## src/rtl/rstc_pkg.sv

```systemverilog
// Package: command codes and decoded command flags shared by the reset
// pulse controller. Assumes a 3-bit command code.
package rstc_pkg;

    localparam logic [2:0] CMD_HOLD    = 3'd1;
    localparam logic [2:0] CMD_TRAIN   = 3'd2;
    localparam logic [2:0] CMD_SLOWER  = 3'd3;
    localparam logic [2:0] CMD_FASTER  = 3'd4;
    localparam logic [2:0] CMD_RELEASE = 3'd5;

    typedef struct packed {
        logic hold_set;
        logic train_set;
        logic slower;
        logic faster;
        logic release_all;
        logic shot;
    } rstc_dec_t;

    // Turn one command into one-hot action flags (all zero when not valid).
    function automatic rstc_dec_t rstc_decode(input logic valid, input logic [2:0] code);
        rstc_dec_t d;
        d = '0;
        if (valid) begin
            case (code)
                CMD_HOLD:    d.hold_set    = 1'b1;
                CMD_TRAIN:   d.train_set   = 1'b1;
                CMD_SLOWER:  d.slower      = 1'b1;
                CMD_FASTER:  d.faster      = 1'b1;
                CMD_RELEASE: d.release_all = 1'b1;
                default:     d.shot        = 1'b1;
            endcase
        end
        return d;
    endfunction

endpackage

```

## src/rtl/rstc_mode.sv

```systemverilog
// Mode register: keeps the latched-reset and pulse-train flags.
// Assumes the decoded flags are one-hot or all zero.
module rstc_mode (
    input  logic                clk,
    input  logic                rst_n,
    input  rstc_pkg::rstc_dec_t dec,
    output logic                hold_on,
    output logic                train_on
);

    // Update the mode flags from the mode-changing commands only.
    always_ff @(posedge clk) begin
        if (!rst_n) begin
            hold_on  <= 1'b0;
            train_on <= 1'b0;
        end else if (dec.hold_set) begin
            hold_on  <= 1'b1;
            train_on <= 1'b0;
        end else if (dec.train_set) begin
            hold_on  <= 1'b0;
            train_on <= 1'b1;
        end else if (dec.release_all || dec.shot) begin
            hold_on  <= 1'b0;
            train_on <= 1'b0;
        end
    end

endmodule

```

## src/rtl/rstc_rate.sv

```systemverilog
// Rate index: a saturating up/down counter that selects the train period.
// Assumes that faster and slower are never high together.
module rstc_rate #(
    parameter int IDX_W   = 2,
    parameter int IDX_MAX = 3
) (
    input  logic             clk,
    input  logic             rst_n,
    input  logic             faster,
    input  logic             slower,
    output logic [IDX_W-1:0] idx
);

    localparam logic [IDX_W-1:0] TOP = IDX_W'(IDX_MAX);

    // Step the index, holding it at either end of its range.
    always_ff @(posedge clk) begin
        if (!rst_n)
            idx <= '0;
        else if (faster && idx != TOP)
            idx <= idx + 1'b1;
        else if (slower && idx != '0)
            idx <= idx - 1'b1;
    end

endmodule

```

## src/rtl/rstc_train.sv

```systemverilog
// Pulse train generator: a phase counter that wraps at the selected period.
// The output is active for the first PULSE_W phases of each period.
// Assumes BASE_PERIOD > PULSE_W.
module rstc_train #(
    parameter int PULSE_W     = 4,
    parameter int BASE_PERIOD = 16,
    parameter int IDX_W       = 2,
    parameter int IDX_MAX     = 3,
    parameter int PH_W        = 8
) (
    input  logic             clk,
    input  logic             rst_n,
    input  logic             enable,
    input  logic             restart,
    input  logic [IDX_W-1:0] idx,
    output logic             active
);

    localparam logic [PH_W-1:0]  BASE_V = PH_W'(BASE_PERIOD);
    localparam logic [PH_W-1:0]  WIDTH_V = PH_W'(PULSE_W);
    localparam logic [IDX_W-1:0] TOP = IDX_W'(IDX_MAX);

    logic [PH_W-1:0] phase;
    logic [PH_W-1:0] period_m1;

    // Last phase of the current period; a lower index gives a longer period.
    assign period_m1 = (BASE_V << (TOP - idx)) - PH_W'(1);

    // Advance the phase, wrap it at the end of the period, clear it on restart.
    always_ff @(posedge clk) begin
        if (!rst_n || !enable || restart)
            phase <= '0;
        else if (phase >= period_m1)
            phase <= '0;
        else
            phase <= phase + PH_W'(1);
    end

    assign active = enable && (phase < WIDTH_V);

endmodule

```

## src/rtl/rstc_shot.sv

```systemverilog
// One-shot: counts down PULSE_W cycles after a fire request. A new fire
// reloads the count; kill clears it.
module rstc_shot #(
    parameter int PULSE_W = 4,
    parameter int SHOT_W  = 3
) (
    input  logic              clk,
    input  logic              rst_n,
    input  logic              fire,
    input  logic              kill,
    output logic [SHOT_W-1:0] left,
    output logic              active
);

    // Load, count down or clear the remaining pulse width.
    always_ff @(posedge clk) begin
        if (!rst_n || kill)
            left <= '0;
        else if (fire)
            left <= SHOT_W'(PULSE_W);
        else if (left != '0)
            left <= left - 1'b1;
    end

    assign active = (left != '0);

endmodule

```

## src/rtl/rst_pulse_ctrl.sv

```systemverilog
// Target reset pulse controller, top level. Decodes host commands and
// combines the latched hold, the periodic train and the one-shot into one
// pull-low request for an open-drain reset line, mirrored on an indicator.
// Assumes RATE_STEPS >= 2, PULSE_W >= 1 and BASE_PERIOD > PULSE_W.
module rst_pulse_ctrl #(
    parameter int PULSE_W     = 4,
    parameter int BASE_PERIOD = 16,
    parameter int RATE_STEPS  = 4
) (
    input  logic       clk,
    input  logic       rst_n,
    input  logic       cmd_valid,
    input  logic [2:0] cmd_code,
    output logic       tgt_rst_pull,
    output logic       led_on
);

    localparam int IDX_W      = $clog2(RATE_STEPS);
    localparam int IDX_MAX    = RATE_STEPS - 1;
    localparam int PERIOD_MAX = BASE_PERIOD << IDX_MAX;
    localparam int PH_W       = $clog2(PERIOD_MAX + 1);
    localparam int SHOT_W     = $clog2(PULSE_W + 1);

    rstc_pkg::rstc_dec_t dec;
    logic                hold_on;
    logic                train_on;
    logic [IDX_W-1:0]    rate_idx;
    logic                train_act;
    logic [SHOT_W-1:0]   shot_left;
    logic                shot_act;

    // Split the command into action flags.
    always_comb dec = rstc_pkg::rstc_decode(cmd_valid, cmd_code);

    rstc_mode u_mode (
        .clk      (clk),
        .rst_n    (rst_n),
        .dec      (dec),
        .hold_on  (hold_on),
        .train_on (train_on)
    );

    rstc_rate #(.IDX_W(IDX_W), .IDX_MAX(IDX_MAX)) u_rate (
        .clk    (clk),
        .rst_n  (rst_n),
        .faster (dec.faster),
        .slower (dec.slower),
        .idx    (rate_idx)
    );

    rstc_train #(
        .PULSE_W(PULSE_W), .BASE_PERIOD(BASE_PERIOD),
        .IDX_W(IDX_W), .IDX_MAX(IDX_MAX), .PH_W(PH_W)
    ) u_train (
        .clk     (clk),
        .rst_n   (rst_n),
        .enable  (train_on),
        .restart (dec.train_set),
        .idx     (rate_idx),
        .active  (train_act)
    );

    rstc_shot #(.PULSE_W(PULSE_W), .SHOT_W(SHOT_W)) u_shot (
        .clk    (clk),
        .rst_n  (rst_n),
        .fire   (dec.shot),
        .kill   (dec.release_all),
        .left   (shot_left),
        .active (shot_act)
    );

    // Reset is active if any of the three sources requests it.
    assign tgt_rst_pull = hold_on | train_act | shot_act;
    assign led_on       = tgt_rst_pull;

endmodule

```

## config.mk

```make
export PLATFORM = sky130hd
export DESIGN_NAME = rst_pulse_ctrl
export DESIGN_NICKNAME = d
export VERILOG_FILES = /design/src/rtl/rstc_pkg.sv /design/src/rtl/rstc_mode.sv /design/src/rtl/rstc_rate.sv /design/src/rtl/rstc_train.sv /design/src/rtl/rstc_shot.sv /design/src/rtl/rst_pulse_ctrl.sv
export SDC_FILE = /design/constraint.sdc
export NUM_CORES = 1
export LEC_CHECK = 0
export CAP_MARGIN = 20
export CORE_ASPECT_RATIO = 1.25
export CORE_MARGIN = 2
export CORE_UTILIZATION = 40
export DETAILED_ROUTE_END_ITERATION = 6
export PLACE_DENSITY_LB_ADDON = 0.05
export RECOVER_POWER = 50
export SYNTH_ARGS = -nofsm -noshare
export SYNTH_HDL_FRONTEND = slang
export SYNTH_SLANG_ARGS = --single-unit
```

## constraint.sdc

```tcl
create_clock -name clk -period 2.7 [get_ports clk]
set_clock_uncertainty 0.05 [all_clocks]
set_input_delay 0.54 -clock clk [delete_from_list [all_inputs] [get_ports clk]]
set_output_delay 0.54 -clock clk [all_outputs]
set_load 0.005 [all_outputs]
```

After elaboration in Yosys (flattened, before gate mapping) --
Cells that the tools add are included.
Word-level totals: register bits 15, output and inout port bits 2
Operators by class: add/sub/neg operators 6, $lt $le $gt $ge 2, eq/ne operators 6, shift operators 1, multiplexer cells 15, bitwise operators 3, reduce and logical (&&, ||, !) cells 19
Operators with widths (count):
- two-way mux 1 bit | 10
- adder 8 x 1 -> 8 bit (second input constant) | 1
- greater-or-equal comparator 8 bit | 1
- < comparator 8 x 3 -> 1 bit (second input constant) | 1
- nonzero test 2 bit | 4
- left shift 5 x 2 -> 8 bit (first input constant) | 1
- subtractor 8 x 1 -> 8 bit (second input constant) | 1
- equality test 3 x 2 -> 1 bit (second input constant) | 2
- equality test 3 bit (second input constant) | 2
- two-way mux 3 bit | 2
- two-way mux 6 bit | 1
- nonzero test 3 bit | 2
- OR reduction 2 bit | 3
- OR reduction 5 bit | 1
- logical OR 1 bit | 4
- two-way mux 2 bit | 2
- equality test 3 x 1 -> 1 bit (second input constant) | 1
- logical AND 1 bit | 3
- subtractor 3 x 1 -> 3 bit (second input constant) | 1
- adder 2 x 1 -> 2 bit (second input constant) | 1
- logical NOT 1 bit | 2
- inequality test 2 bit (second input constant) | 1
- bitwise OR 1 bit | 2
- subtractor 2 x 1 -> 2 bit (second input constant) | 1
- other kinds (2) | 2

Logic depth before layout (Yosys ltp) --
Gate-level depths: netlist of run 1.
depth in word-level cells 8, depth in mapped cells 7

By module --
A second synthesis of run 1 with hierarchy kept.
Unflattened totals: cell total of the unflattened synthesis 95, area total of the unflattened synthesis 894.6 um^2
Modules (own cells, without submodules):
- rstc_train | instances 1, cells an instance 47, area each 461.7 um^2
- rstc_shot | instances 1, cells an instance 20, area each 181.4 um^2
- rstc_rate | instances 1, cells an instance 10, area each 86.3 um^2
- rstc_mode | instances 1, cells an instance 7, area each 83.8 um^2
- rst_pulse_ctrl | instances 1, cells an instance 11, area each 81.3 um^2

Least setup slack after synthesis of run 1 --
OpenSTA, ideal clock, no wires.
path type register to register, start register u_rate.idx[0], end register u_train.phase[2], arrival 1466 ps, required time 2511 ps, slack 1044 ps, cell stages (with the launch flop) 6, clock period less this slack 1656 ps, cell sequence dfxtp_1 or2_2 ha_1 nand4b_1 o21ai_1 nor3_1
Between the ends: word-level cells in the longest chain between the ends 5
Ends and longest elaborated chain:
- from (decl) | line rstc_rate.sv:11 | output logic [IDX_W-1:0] idx
- from (signal assigned) | line rstc_rate.sv:21 | idx <= idx + 1'b1;
- from (signal assigned) | line rstc_rate.sv:23 | idx <= idx - 1'b1;
- subtractor 2 bit | line rstc_train.sv:27 | assign period_m1 = (BASE_V << (TOP - idx)) - PH_W'(1);
- left shift 5 x 2 -> 8 bit | line rstc_train.sv:27
- subtractor 8 x 1 -> 8 bit | line rstc_train.sv:27
- greater-or-equal comparator 8 bit | line rstc_train.sv:33 | else if (phase >= period_m1)
- OR reduction 2 bit (no line)
- to (signal assigned) | line rstc_train.sv:36 | phase <= phase + PH_W'(1);
- to (decl) | line rstc_train.sv:23 | logic [PH_W-1:0] phase;
No other way between the ends. A chain may end at the register's enable or synchronous reset.

Final worst setup path of run 1 --
start register u_shot.left[0], end output port led_on
Between the ends: word-level cells in the longest chain between the ends 2
Ends and longest elaborated chain:
- from (decl) | line rstc_shot.sv:11 | output logic [SHOT_W-1:0] left,
- from (signal assigned) | line rstc_shot.sv:20 | left <= SHOT_W'(PULSE_W);
- from (signal assigned) | line rstc_shot.sv:22 | left <= left - 1'b1;
- nonzero test 3 bit | line rstc_shot.sv:25 | assign active = (left != '0);
- bitwise OR 1 bit | line rst_pulse_ctrl.sv:73 | assign tgt_rst_pull = hold_on | train_act | shot_act;
- to (decl) | line rst_pulse_ctrl.sv:15 | output logic led_on
No other way between the ends.

==> flow_summary_export.csv, run 1 <==
group,metric,value,unit
power_and_ir_drop,p_clk_frac,0.218,
synthesis,yosys.area.top_type,"dfxtp_1",
clocking,clk_pin_slew,0.09,ns
synthesis,synthTopCellsByArea,"dfxtp_1, ha_1, o21ai_0",
floorplanning,core,2190,um2
synthesis,yosysWarnings,0,
floorplanning,initial_utilization,0.416,
worst_setup_path,crit_start,"u_shot.left[0]",
power_and_ir_drop,comb_power_share,0.346,
place,place.gp.congestion,0.753,
synthesis,synth_commonest_cells,"dfxtp_1, ha_1, inv_1, o21ai_0",
cells_and_area,regArea,300,um2
grt,grt_max_degree,12,
floorplanning,die_w,46.7,um
clocking,htreeDepth,1,
synthesis,synth_edf_count,0,
power_and_ir_drop,vdd_drop_max,498,uV
worst_setup_path,crit_required,2.11,ns
cells_and_area,fill_cells,232,
worst_setup_path,r2r-start,"u_rate.idx[1]",
detailed_routing,routed_wl,1.63,mm
power_and_ir_drop,power_density,562,nW/um2
worst_setup_path,cp_slowest_stage_delay,0.50,ns
floorplanning,die_h,57.4,um
power_and_ir_drop,switching_share,0.298,
synthesis,ys_seq_elements,15,
power_and_ir_drop,leakagePower,0.000399,uW
floorplanning,die_area,2680,um2
cells_and_area,drive_gt1_frac,0.102,
detailed_routing,top_layer,"met4",
detailed_routing,vias,726,
timing,hold_violations,0,
worst_setup_path,crit_chain,"inv_1, ha_1, ha_1, nand3b_1, clkdlybuf4s50_1",
place,post_dp_cell_area,1010,um2
worst_setup_path,crit_slowest_cell,"clkdlybuf4s50_1",
floorplanning,fp-row-count,19,
detailed_routing,met3_length,36,um
clocking,clock-root-buffer,"clkbuf_4",
worst_setup_path,crit_top_cell,"ha_1",
detailed_routing,vias_per_cell,5.22,
timing,slew_headroom,0.369,
floorplanning,io_pins,8,
synthesis,synth-async-reset-ratio,0,
grt,grt_antenna_before_repair,0,
detailed_routing,dr.pass1.iters,2,
min_path,hp-class,"register to register",
clocking,cts_resized,0,
synthesis,seq_area_frac_synth,0.330,
cells_and_area,fin_area,1030,um2
detailed_routing,drc,0,
synthesis,yosys.cell_count.top_type,"dfxtp_1",
worst_setup_path,crit_type,"register to primary output",
place,port_buffers,7,
outcome,status,"complete, no violations",
synthesis,postSynthCellCount,100,
clocking,clock_tree.buffer_depth,2,
synthesis,syn-mean-instance-area,9.11,um2
detailed_routing,routedWlPerCell,11.7,um
run,cap_viol_max_count,0,
power_and_ir_drop,intPower,406,uW
timing,tightest_slew,0.937,ns
detailed_routing,m1WireLength,725,um
clocking,post_cts_buffers,0,
power_and_ir_drop,p_switching,172,uW
timing,setup_viol,0,
synthesis,synth-main-ff-cell,"dfxtp_1",
worst_setup_path,worst-endpoint-arrival,1.76,ns
grt,gr-usage-all-layers,0.145,
timing,finalSetupTns,0,ns
clocking,clkSinkCount,15,
cells_and_area,multi_input_area,558,um2
detailed_routing,drt_iter0_drc,9,
grt,grt_pass1_wl,2.81,mm
power_and_ir_drop,power_frac_seq,0.436,
clocking,insertion_delay,0.28,ns
synthesis,syn_nets,113,
worst_setup_path,worstPathMaxFanout,5,
grt,grt_pass1_vias,669,
synthesis,syn_area,911,um2
timing,period_minus_slack,2.35,ns
detailed_routing,wl_met2,850,um
min_path,min_from,"u_train.phase[0]",
detailed_routing,antenna_left,0,
synthesis,synth_cell_types,45,
cells_and_area,syn_to_final_growth,12.9,%
worst_setup_path,start_kind,"register",
cells_and_area,fin_util,0.470,
clocking,cts_tree,"built",
cells_and_area,antenna_cells,0,
cells_and_area,final_nets,122,
timing,drv_slew,0,
timing,rsz0062_at_grt,"false",
grt,grt-ovfl-total,0,
worst_setup_path,worstSetupEndpointType,"primary output",
clocking,cts_buffers,3,
place,hpwl,1.28,mm
clocking,cts_hold_buf,0,
timing,fin_crit_sh,0.871,
timing,fmax,425,MHz
synthesis,synth_top_area_frac,0.330,
-- power by group through the flow --
stage	Clock (uW)	Combinational, uW	Sequential, uW
final	126	200	252
after global routing	146	232	255
after CTS	135	206	252
after detailed placement	0	205	257
after global placement	0	203	258
after floorplan	0	144	256
-- worst max-delay path: cells and delay by family (launching register included) --
family / cells / cell delay (ns)
simple gates: 1 / 0.13
fa+ha+maj: 2 / 0.46
flops: 1 / 0.35
buf+inv: 2 / 0.55
-- final timing paths --
path                           end  slack [ns]  cells past startpoint
hold / removal    u_train.phase[0]        0.45                      1
hold reg to reg   u_train.phase[0]        0.45                      1
setup / recovery            led_on        0.35                      5
setup reg to reg  u_train.phase[4]        0.55                      5
-- flip-flops by register name (all words and copies together) (netlist names) --
| signal | flops |
|---|---|
| u_train.phase | 8 |
| u_shot.left | 3 |
| u_rate.idx | 2 |
| u_mode.hold_on | 1 |
| u_mode.train_on | 1 |
-- cell families (layout without fill, tap and decap cells) --
kind of cell	Yosys count	in the layout	share of synthesized area
compound gates	25	25	0.206
xor+xnor	4	4	0.0385
fa+ha+maj	7	7	0.0961
buf+inv	11	19	0.0522
flops	15	15	0.330
mux	1	1	0.0110
simple gates	37	37	0.266
-- layer usage --
metal | vias to the layer above | global-route usage
met5 | - | 0
met4 | 0 | 0.0833
met3 | 2 | 0.0316
met2 | 6 | 0.234
met1 | 338 | 0.172
li1 | 380 | -
-- cell usage in the layout (no fill, tap or decap), types with 2 or more instances in the layout --
cell type,n
clkbuf_4,3
or3_1,3
nor3b_1,5
nor2b_1,2
xor2_1,2
nor3_1,5
and2b_1,2
nand3_1,3
clkdlybuf4s50_1,6
o21ai_0,8
nand2_1,5
dfxtp_1,15
ha_1,7
a21boi_0,2
a21oi_1,4
inv_1,7
xnor2_1,2
-- through the flow --
stage          total power (uW)  worst slack [ns]  cells  hold slack [ns]
6_report                    578             0.348    139            0.446
4_1_cts                     593             0.311    139            0.451
3_5_place_dp                462             0.608    135            0.437
3_3_place_gp                461             0.616    135            0.431
2_1_floorplan               400              1.04    100            0.402
5_1_grt                     632             0.208    139            0.479
-- area by class of cell --
| cell class | count | area share |
|---|---|---|
| flip-flops and latches | 15 | 0.292 |
| multi-input cells | 74 | 0.543 |
| inverters | 7 | 0.0255 |
| well taps | 31 | 0.0377 |
| repair buffers | 8 | 0.0754 |
| clock inverters | 1 | 0.00487 |
| clock buffers | 3 | 0.0219 |
(Power assumes the default switching activity.)
==> run 2: changes to the inputs <==
- CTS_CLUSTER_SIZE: unset -> 24
- GPL_TIMING_DRIVEN: unset -> 0
==> flow_summary_export.csv, run 2 (synthesis gave the netlist of run 1 again) <==
group,metric,value,unit
outcome,status,"complete, no violations",
cells_and_area,reg.largest.list,"u_train.phase (8), u_shot.left (3), u_rate.idx (2)",
timing,tightest_slew,0.963,ns
grt,gr-usage-all-layers,0.141,
place,post_dp_cell_area,1020,um2
timing,hold_violations,0,
worst_setup_path,worstSetupEndpointType,"primary output",
power_and_ir_drop,p_switching,185,uW
clocking,clkSinkCount,15,
clocking,cts_hold_buf,0,
floorplanning,io_pins,8,
clocking,clock-root-buffer,"clkbuf_4",
floorplanning,initial_utilization,0.416,
cells_and_area,final_nets,125,
timing,slew_headroom,0.351,
cells_and_area,top_register,"u_train.phase",
worst_setup_path,worstPathMaxFanout,5,
detailed_routing,vias,762,
cells_and_area,largest_register_ff_count,8,
timing,whs,0.447,ns
run,cap_viol_max_count,0,
cells_and_area,antenna_cells,0,
floorplanning,die_w,46.7,um
timing,fmax,404,MHz
floorplanning,core,2190,um2
power_and_ir_drop,comb_power_share,0.362,
min_path,hp-class,"register to register",
floorplanning,die_area,2680,um2
worst_setup_path,crit_type,"register to primary output",
clocking,cts_tree,"built",
power_and_ir_drop,intPower,420,uW
grt,grt-ovfl-total,0,
cells_and_area,fin_util,0.477,
floorplanning,fp-row-count,19,
clocking,clock_tree.buffer_depth,2,
timing,setup_viol,0,
worst_setup_path,crit_slowest_cell,"clkdlybuf4s50_1",
power_and_ir_drop,power_density,581,nW/um2
place,port_buffers,7,
clocking,clk_pin_slew,0.10,ns
timing,drv_slew,0,
place,place.gp.congestion,0.710,
clocking,insertion_delay,0.28,ns
power_and_ir_drop,vdd_drop_max,518,uV
clocking,cts_buffers,3,
worst_setup_path,crit_required,2.11,ns
timing,rsz0062_at_grt,"false",
power_and_ir_drop,power_frac_seq,0.417,
timing,period_minus_slack,2.48,ns
detailed_routing,drt_iter0_drc,18,
place,hpwl,1.23,mm
clocking,htreeDepth,1,
worst_setup_path,cp_slowest_stage_delay,0.48,ns
clocking,cts_resized,0,
grt,grt_pass1_wl,2.70,mm
power_and_ir_drop,leakagePower,0.000408,uW
timing,fin_crit_sh,0.917,
cells_and_area,syn_to_final_growth,14.4,%
power_and_ir_drop,p_clk_frac,0.221,
detailed_routing,drc,0,
grt,grt_max_degree,11,
cells_and_area,drive_gt1_frac,0.117,
worst_setup_path,start_kind,"register",
grt,grt_pass1_vias,661,
cells_and_area,fin_area,1040,um2
worst_setup_path,crit_chain,"inv_1, ha_1, ha_1, nand3b_1, buf_4, clkdlybuf4s50_1",
worst_setup_path,worst-endpoint-arrival,1.89,ns
clocking,post_cts_buffers,0,
timing,finalSetupTns,0,ns
detailed_routing,routed_wl,1.70,mm
cells_and_area,final_common_cell,"dfxtp_1",
cells_and_area,layout_common_cells,"dfxtp_1, o21ai_0, inv_1, ha_1, clkdlybuf4s50_1",
power_and_ir_drop,switching_share,0.306,
detailed_routing,dr.pass1.iters,4,
worst_setup_path,crit_top_cell,"ha_1",
detailed_routing,vias_per_cell,5.37,
floorplanning,die_h,57.4,um
grt,grt_antenna_before_repair,0,
detailed_routing,antenna_left,0,
detailed_routing,routedWlPerCell,12.0,um
-- run 2: cell count changes in the layout (fill, tap and decap cells not counted) --
cell      delta
clkbuf_2     +1
buf_2        +1
clkbuf_1     +1
-- run 2: area by class of cell --
type | instances | area (um2)
sequential | 15 | 300
clock buffer | 3 | 22.5
multi-input combinational | 74 | 558
fill | 238 | 1140
buffer | 4 | 21.3
clock inverter | 1 | 5.00
tap | 31 | 38.8
inverter | 7 | 26.3
timing repair buffer | 7 | 70.1
-- run 2: worst max-delay path, delay by kind of cell, from the launching register on --
family	cells	cell delay, ns
adder cells (fa/ha/maj)	2	0.46
flip-flops	1	0.36
AND/OR/NAND/NOR	1	0.14
buffers and inverters	3	0.64
-- run 2: path summary, 6_finish.rpt --
check | startpoint | end | slack, ns | cells past startpoint
min reg2reg | u_train.phase[0] | u_train.phase[0] | 0.45 | 1
max | u_shot.left[0] | tgt_rst_pull | 0.22 | 6
min | u_train.phase[0] | u_train.phase[0] | 0.45 | 1
max reg2reg | u_rate.idx[0] | u_train.phase[3] | 0.53 | 5
-- run 2: through the flow --
step / instances / worst slack (ns) / total power (uW)
2_1_floorplan: 100 / 1.04 / 400
3_3_place_gp: 138 / 0.548 / 476
3_5_place_dp: 138 / 0.533 / 481
4_1_cts: 142 / 0.190 / 619
5_1_grt: 142 / 0.0960 / 651
6_report: 142 / 0.223 / 605
-- run 2: power groups by stage --
stage | Sequential [uW] | Combinational [uW] | Clock [uW]
floorplan | 256 | 144 | 0
global placement | 257 | 219 | 0
detailed placement | 258 | 223 | 0
CTS | 253 | 224 | 142
global route | 255 | 249 | 147
finish | 253 | 219 | 134
-- run 2: routing by layer --
| layer | GRT usage | vias to the layer above | routed length [um] |
|---|---|---|---|
| li1 | - | 387 | - |
| met2 | 0.230 | 11 | 859 |
| met5 | 0 | - | 0 |
| met1 | 0.160 | 360 | 753 |
| met4 | 0.0913 | 0 | 36 |
| met3 | 0.0285 | 4 | 50 |
==> run 3: changes to the inputs <==
- SLEW_MARGIN: unset -> 40
- clock period: 2.7 -> 3.19 ns (I/O delays scaled with it)
==> results of run 3 <==
Same layout as run 2 (identical final DEF). Status: complete, no violations.
Among the figures that moved: setup slack after placement 0.533 ns -> 0.925 ns; setup slack after layout 0.223 ns -> 0.615 ns; register-to-register setup slack 0.53 ns -> 1.02 ns; total power 605 uW -> 512 uW; worst IR drop on VDD 518 uV -> 438 uV
